`src/rtl/bwd_pkg.sv`:
```
package bwd_pkg;
  typedef struct packed {
    logic ramSel;
    logic loSel;
    logic hiSel;
    logic extSel;
    logic wrStrobe;
    logic protViol;
  } bwdStrobe_t;
endpackage

```
`src/rtl/bwd_ctrl.sv`:
```
module bwd_ctrl
  import bwd_pkg::*;
#(
  parameter int ADDR_W = 16,
  parameter int PAGE_W = 4
) (
  input  logic [ADDR_W-1:0] addr,
  input  logic              isCode,
  input  logic              rdReq,
  input  logic              wrReq,
  input  logic [PAGE_W-1:0] partReg,
  input  logic [PAGE_W-1:0] progRange,
  input  logic [PAGE_W-1:0] dataRange,
  input  logic              modeFixed,
  input  logic              periphSel,
  output bwdStrobe_t        strb
);
  localparam logic [PAGE_W-1:0] PAGE_ALL = '1;

  logic [PAGE_W-1:0] page;
  logic accessReq;
  logic isWrite;
  logic progPage;
  logic periphHit;
  logic ramMapped;

  assign page      = addr[ADDR_W-1 -: PAGE_W];
  assign accessReq = rdReq | wrReq;
  assign isWrite   = wrReq & ~isCode;
  assign progPage  = (partReg == PAGE_ALL) || (page < partReg);
  assign periphHit = periphSel & ~isCode & addr[ADDR_W-1];

  always_comb begin
    if (modeFixed) begin
      ramMapped = isCode ? (page <= progRange) : (page <= dataRange);
    end else begin
      ramMapped = isCode ? progPage : 1'b1;
    end
  end

  always_comb begin
    strb = '0;
    if (accessReq) begin
      if (periphHit) begin
        strb.loSel    = ~addr[ADDR_W-2];
        strb.hiSel    = addr[ADDR_W-2];
        strb.wrStrobe = isWrite;
      end else if (ramMapped) begin
        strb.ramSel = 1'b1;
        if (isWrite) begin
          if (!modeFixed && progPage) begin
            strb.protViol = 1'b1;
          end else begin
            strb.wrStrobe = 1'b1;
          end
        end
      end else begin
        strb.extSel = 1'b1;
      end
    end
  end
endmodule

```
`src/rtl/bwd_dpath.sv`:
```
module bwd_dpath
  import bwd_pkg::*;
#(
  parameter int BUS_W = 14
) (
  input  logic             clk,
  input  logic             rst,
  input  bwdStrobe_t       strb,
  input  logic [BUS_W-1:0] addrLow,
  output logic             ramCeN,
  output logic             periphLoN,
  output logic             periphHiN,
  output logic             rwN,
  output logic             extSel,
  output logic             wpViol,
  output logic [BUS_W-1:0] busAddr
);
  always_ff @(posedge clk) begin
    if (rst) begin
      ramCeN    <= 1'b1;
      periphLoN <= 1'b1;
      periphHiN <= 1'b1;
      rwN       <= 1'b1;
      extSel    <= 1'b0;
      wpViol    <= 1'b0;
    end else begin
      ramCeN    <= ~strb.ramSel;
      periphLoN <= ~strb.loSel;
      periphHiN <= ~strb.hiSel;
      rwN       <= ~strb.wrStrobe;
      extSel    <= strb.extSel;
      wpViol    <= strb.protViol;
    end
  end

  for (genvar b = 0; b < BUS_W; b++) begin : g_busBit
    always_ff @(posedge clk) begin
      if (rst) busAddr[b] <= 1'b0;
      else     busAddr[b] <= addrLow[b];
    end
  end
endmodule

```
`src/rtl/bytewide_decoder.sv`:
```
module bytewide_decoder
  import bwd_pkg::*;
#(
  parameter int ADDR_W = 16,
  parameter int PAGE_W = 4
) (
  input  logic              clk,
  input  logic              rst,
  input  logic [ADDR_W-1:0] addr,
  input  logic              isCode,
  input  logic              rdReq,
  input  logic              wrReq,
  input  logic [PAGE_W-1:0] partReg,
  input  logic [PAGE_W-1:0] progRange,
  input  logic [PAGE_W-1:0] dataRange,
  input  logic              modeFixed,
  input  logic              periphSel,
  output logic              ramCeN,
  output logic              periphLoN,
  output logic              periphHiN,
  output logic              rwN,
  output logic              extSel,
  output logic              wpViol,
  output logic [ADDR_W-3:0] busAddr
);
  localparam int BUS_W = ADDR_W - 2;

  bwdStrobe_t strb;

  bwd_ctrl #(.ADDR_W(ADDR_W), .PAGE_W(PAGE_W)) u_ctrl (
    .addr(addr), .isCode(isCode), .rdReq(rdReq), .wrReq(wrReq),
    .partReg(partReg), .progRange(progRange), .dataRange(dataRange),
    .modeFixed(modeFixed), .periphSel(periphSel), .strb(strb)
  );

  bwd_dpath #(.BUS_W(BUS_W)) u_dpath (
    .clk(clk), .rst(rst), .strb(strb), .addrLow(addr[BUS_W-1:0]),
    .ramCeN(ramCeN), .periphLoN(periphLoN), .periphHiN(periphHiN),
    .rwN(rwN), .extSel(extSel), .wpViol(wpViol), .busAddr(busAddr)
  );
endmodule

```
`config.mk`:
```
export PLATFORM = sky130hd
export DESIGN_NAME = bytewide_decoder
export DESIGN_NICKNAME = d
export VERILOG_FILES = /design/src/rtl/bwd_pkg.sv /design/src/rtl/bwd_ctrl.sv /design/src/rtl/bwd_dpath.sv /design/src/rtl/bytewide_decoder.sv
export SDC_FILE = /design/constraint.sdc
export NUM_CORES = 1
export LEC_CHECK = 0
export ABC_AREA = 1
export CORE_MARGIN = 2
export CORE_UTILIZATION = 35
export CTS_BUF_LIST = sky130_fd_sc_hd__clkbuf_8
export DETAILED_ROUTE_END_ITERATION = 8
export HOLD_SLACK_MARGIN = 0.1
export PLACE_DENSITY_LB_ADDON = 0.08
export SLEW_MARGIN = 10
export SYNTH_ARGS = -nofsm -noshare
export SYNTH_HDL_FRONTEND = slang
export SYNTH_SLANG_ARGS = --single-unit
```
`constraint.sdc`:
```
create_clock -name clk -period 1.7 [get_ports clk]
set_clock_uncertainty 0.05 [all_clocks]
set_input_delay 0.51 -clock clk [delete_from_list [all_inputs] [get_ports clk]]
set_output_delay 0.51 -clock clk [all_outputs]
set_load 0.02 [all_outputs]
```
==> impl_metrics.json, run 1 <==
{
  "status": "finished clean",
  "critPathKind": "in2reg",
  "grt_use_total_pct": 15.06,
  "drv_cap": 0,
  "htree_levels": 1,
  "antenna_found_initial": 0,
  "crit_family": "simple AND/OR/NAND/NOR gates",
  "setup_viol": 0,
  "cpMostUsedCell": "nand2_1",
  "period_minus_slack_ns": 1.602,
  "clk_pin_slew_worst_paths_ns": 0.07,
  "leakage_nw": 0.9425,
  "ys_warn_count": 0,
  "max_stage_delay_ns": 0.35,
  "cp_max_fo": 4,
  "cp-end-kind": "register",
  "internal_power_uw": 846.3,
  "slew_headroom_pct": 81.38,
  "dp_slack_ns": -0.3641,
  "portBuffers": 54,
  "via_per_inst": 4.372,
  "clock_tree.root_cell": "clkbuf_8",
  "rows": 18,
  "swShare_pct": 25.99,
  "whs_ns": 0.6031,
  "cts_tree": "done",
  "ys_ff_latch": 20,
  "antennaDiodeCount": 0,
  "cts_buffers": 3,
  "grt_remaining_overflow": 0,
  "clock_path_buffers": 2,
  "postSynthAreaPerCell_um2": 7.259,
  "grt_max_degree": 15,
  "ioPinCount": 55,
  "hold_viol_final": 0,
  "area_delta_synth_final_pct": 78.29,
  "worstSetupStartpointType": "input pin",
  "nNetsFinal": 240,
  "synth.net_count": 177,
  "place_congestion": 0.7487,
  "vias": 975,
  "path_cells": "dlygate4sd2_1, ha_1, nand2_4, inv_1, nand2_1, nand2_1, nand2_1, nand2_1, nand2_1, nand2_2, inv_2, nand2_1",
  "coreArea_um2": 2522,
  "seq_power_share_pct": 43.4,
  "die_x_um": 56.13,
  "syn_inst": 131,
  "drt_iter0_drc": 21,
  "drc": 0,
  "die_h_um": 56.13,
  "worst_ep_required_time_ns": 1.80,
  "final_common_cell": "inv_1",
  "max_freq_mhz": 624.2,
  "synth.cell_area_um2": 950.9,
  "final_cell_mix": "inv_1, dlygate4sd2_1, nand2_1",
  "grt_pass1_wl_mm": 3.926,
  "ir_worst_vdd_mv": 0.5156,
  "worst_slack_ns": 0.09788,
  "final_antenna_net_count": 0,
  "dr.pass1.iters": 4,
  "p_comb_share_pct": 25.8,
  "cts.sinks": 20,
  "drive_gt1_share_pct": 17.62,
  "dp_hpwl_mm": 1.809,
  "ys_types": 16,
  "drv_slew": 0,
  "start_util_pct": 37.70,
  "fin_crit_sh_pct": 94.24,
  "min_path_type": "in2reg",
  "path_buf_inv": 3,
  "design.die.area_um2": 3150,
  "routed_wl_mm": 2.275,
  "clkPwrFrac_pct": 30.8,
  "wire_per_inst_um": 10.20,
  "crit_arrival_ns": 1.70,
  "power.density_nw_per_um2": 674.4,
  "synth-seq-area-share_pct": 42.11,
  "worst_pin_slew_ns": 0.2793,
  "slowest_stage": "ha_1",
  "grt_pass1_vias": 974,
  "switchingPower_uw": 297.1
}
==> metal layers <==
layer | wire (um) | part of all wire (%) | up-vias | track usage [%]
met2 | 1187 | 52 | 35 | 28.91
met4 | 33 | 1.5 | 0 | 5.102
met3 | 120 | 5.3 | 4 | 1.395
met5 | 0 | 0 | - | 0
met1 | 933 | 41 | 433 | 17.04
li1 | - | - | 503 | -
==> sequential cells by signal, indices dropped and copies added (netlist names) <==
register           cells
u_dpath.busAddr       14
u_dpath.extSel         1
u_dpath.periphHiN      1
u_dpath.periphLoN      1
u_dpath.ramCeN         1
u_dpath.rwN            1
u_dpath.wpViol         1
==> worst paths after layout <==
path	start	endpoint	slack [ns]	cells past startpoint
setup / recovery	addr[14]	u_dpath.ramCeN	0.1	12
hold / removal	addr[12]	u_dpath.busAddr[12]	0.60	3
==> cells by family (layout without fill, tap and decap cells) <==
family	count (synthesis)	count (layout)	share of synthesized area (%)
AND/OR/NAND/NOR	57	57	25.13
buffers and inverters	37	99	14.74
flip-flops	20	20	42.10
adder cells (fa/ha/maj)	11	11	14.47
AO/OA/AOI/OAI	6	6	3.552
==> power groups by stage <==
stage	sequential (mW)	clock, mW	combinational [mW]
after global routing	0.498	0.380	0.329
after floorplan	0.539	0	0.0980
final	0.496	0.352	0.295
after detailed placement	0.509	0	0.287
after CTS	0.496	0.361	0.283
after global placement	0.508	0	0.281
==> final cells by class <==
cell class                 instances  area, um^2
clock buffer                       4       55.05
fill                             238       827.0
inverter                          36       135.1
multi-input combinational         74       514.2
sequential                        20       400.4
tap                               30       37.54
timing repair buffer              59       553.0
==> synth_stat cells <==
| master | number | area share (%) |
|---|---|---|
| a21oi_1 | 4 | 2.1 |
| nand3b_1 | 1 | 0.79 |
| dfxtp_1 | 20 | 42 |
| a21oi_2 | 1 | 0.92 |
| buf_2 | 1 | 0.53 |
| inv_1 | 34 | 13 |
| nand4_1 | 1 | 0.66 |
| nor2_2 | 1 | 0.66 |
| ha_1 | 11 | 14 |
| nand3_1 | 2 | 1.1 |
| o21ai_0 | 1 | 0.53 |
| inv_2 | 2 | 0.79 |
| nor2_1 | 22 | 8.7 |
| nand2_1 | 26 | 10 |
| nand2_2 | 3 | 2.0 |
| nand3_2 | 1 | 1.1 |
==> per-stage QoR <==
step	power, mW	std cells	utilization [%]	area, um^2	setup TNS [ns]
floorplan	0.6373	131	-	950.9	0
global placement	0.7889	218	61.61	1554	-1.341
detailed placement	0.7953	218	61.61	1554	-1.334
CTS	1.140	223	65.72	1658	0
global route	1.207	223	67.21	1695	-0.008506
finish	1.143	223	67.21	1695	0
==> repair_timing <==
item | CTS | global route
hold buffers | 0 | 0
setup buffers | 1 | 0
pin swaps | 7 | 6
endpoints found under the setup margin | 23 | 4
gates resized for setup | 39 | 15
(Power assumes the default switching activity.)
==> run 2: changes to the inputs <==
--- a/config.mk
+++ b/config.mk
@@ -12,6 +12,7 @@
 export DETAILED_ROUTE_END_ITERATION = 8
 export HOLD_SLACK_MARGIN = 0.1
 export PLACE_DENSITY_LB_ADDON = 0.08
+export SETUP_SLACK_MARGIN = 0.5
 export SLEW_MARGIN = 10
 export SYNTH_ARGS = -nofsm -noshare
 export SYNTH_HDL_FRONTEND = slang
==> constraint.sdc (replaced) <==
create_clock -name clk -period 1.5 [get_ports clk]
set_clock_uncertainty 0.05 [all_clocks]
set_input_delay 0.45 -clock clk [delete_from_list [all_inputs] [get_ports clk]]
set_output_delay 0.45 -clock clk [all_outputs]
set_load 0.02 [all_outputs]
==> run 2 against run 1 <==
Sequential share of layout area down 0.41 points; die area unchanged; utilization up 5.3 points; power up 20%; wire length up 4.7%; clock power up 13%; final area up 7.8%; setup slack better by 0.048 ns.
==> impl_metrics.json, run 2 (synthesized netlist as in run 1, its figures left out) <==
{
  "status": "finished clean",
  "largest_reg_flops": 14,
  "die_x_um": 56.13,
  "area_delta_synth_final_pct": 92.24,
  "worst_ep_required_time_ns": 1.60,
  "hold_viol_final": 0,
  "critPathKind": "in2reg",
  "nNetsFinal": 242,
  "ff_latch_area_um2": 424.2,
  "leakage_nw": 0.9099,
  "grt_pass1_vias": 937,
  "worst_pin_slew_ns": 0.2397,
  "path_cells": "buf_6, buf_6, ha_4, nand2_4, nor2_2, nor2_1, nand2_1, nand2_1, nand2_1, nand2_2, inv_2, nand2_1",
  "wire_per_inst_um": 10.59,
  "fin_area_um2": 1828,
  "cp_max_fo": 4,
  "ir_worst_vdd_mv": 0.7326,
  "fin_crit_sh_pct": 90.27,
  "cp-end-kind": "register",
  "grt_use_total_pct": 15.82,
  "design.die.area_um2": 3150,
  "vias": 987,
  "drt_iter0_drc": 13,
  "setup_viol": 0,
  "drive_gt1_share_pct": 52.82,
  "clk_pin_slew_worst_paths_ns": 0.07,
  "cts_tree": "done",
  "final_cell_mix": "inv_1, buf_6, nand2_1, nor2_1, dfxtp_2",
  "crit_family": "simple AND/OR/NAND/NOR gates",
  "cts_setup_buffers": 0,
  "largest_register": "u_dpath.busAddr",
  "ioPinCount": 55,
  "grt_setup_unrepaired": "yes",
  "placed_cell_area_um2": 1733,
  "crit_arrival_ns": 1.45,
  "max_freq_mhz": 738.5,
  "dr.pass1.iters": 4,
  "grt_pass1_wl_mm": 3.953,
  "fin_util_pct": 72.47,
  "fill_cells": 213,
  "multiInputGateArea_um2": 569.3,
  "coreArea_um2": 2522,
  "max_stage_delay_ns": 0.28,
  "cts.sinks": 20,
  "grt_max_degree": 12,
  "rows": 18,
  "dp_hpwl_mm": 1.943,
  "path_buf_inv": 3,
  "final_antenna_net_count": 0,
  "routed_wl_mm": 2.383,
  "clock_tree.root_cell": "clkbuf_8",
  "place_congestion": 0.7392,
  "worstSetupStartpointType": "input pin",
  "drc": 0,
  "die_h_um": 56.13,
  "antennaDiodeCount": 0,
  "period_minus_slack_ns": 1.354,
  "portBuffers": 54,
  "slowest_stage": "ha_4",
  "cts_buffers": 3,
  "slew_headroom_pct": 84.02,
  "drv_slew": 0,
  "grt_remaining_overflow": 0,
  "drv_cap": 0,
  "start_util_pct": 37.70,
  "min_path_type": "in2reg",
  "antenna_found_initial": 0,
  "via_per_inst": 4.387,
  "htree_levels": 1,
  "power.density_nw_per_um2": 752.8,
  "clock_path_buffers": 2,
  "cpMostUsedCell": "nand2_1"
}
==> run 2: cell types whose count changed in the layout (fill, tap and decap cells not counted), moves of 6 or more <==
| cell | previous run | this run |
|---|---|---|
| dfxtp_1 | 20 | 1 |
| buf_2 | 0 | 10 |
| dlygate4sd2_1 | 28 | 3 |
| buf_6 | 0 | 24 |
| dlymetal6s2s_1 | 6 | 0 |
| dfxtp_2 | 0 | 19 |
==> run 2: cell type report <==
class / count / area share, %
inverters: 36 / 9.719
repair buffers: 61 / 30.87
multi-input cells: 74 / 31.14
flip-flops and latches: 20 / 23.20
well taps: 30 / 2.053
clock buffers: 4 / 3.012
==> run 2: worst paths after layout <==
check                           end     start  cells after the start
setup / recovery     u_dpath.ramCeN  addr[15]                     12
hold / removal    u_dpath.periphHiN  addr[14]                      2
==> run 2: timing repair <==
item	in CTS	in global routing
hold buffers	0	0
pin swaps	19	11
gates cloned	1	0
endpoints found under the setup margin	40	26
resized for setup	212	17
==> run 2: through the flow <==
stage	total power, mW	worst slack, ns	hold WS, ns	instances	setup TNS (ns)
floorplan	0.7545	0.1620	0.4712	131	0
global placement	0.9475	-0.5627	0.9185	220	-2.292
detailed placement	0.9600	-0.6076	0.9240	220	-2.498
CTS	1.362	0.1510	0.4046	225	0
global route	1.453	0.09832	0.4013	225	0
finish	1.376	0.1459	0.4023	225	0
==> run 2: power by group <==
part / internal, mW / switching [mW] / leakage, nW
clock network: 0.233 / 0.163 / 0.0288
logic: 0.213 / 0.193 / 0.712
registers: 0.563 / 0.0114 / 0.169
==> run 2: metal layers <==
| layer | track usage, % | vias up | wire length (um) |
|---|---|---|---|
| li1 | - | 508 | - |
| met1 | 16.90 | 440 | 934 |
| met2 | 30.76 | 36 | 1299 |
| met3 | 2.093 | 3 | 122 |
| met4 | 6.122 | 0 | 26 |
| met5 | 0 | - | 0 |
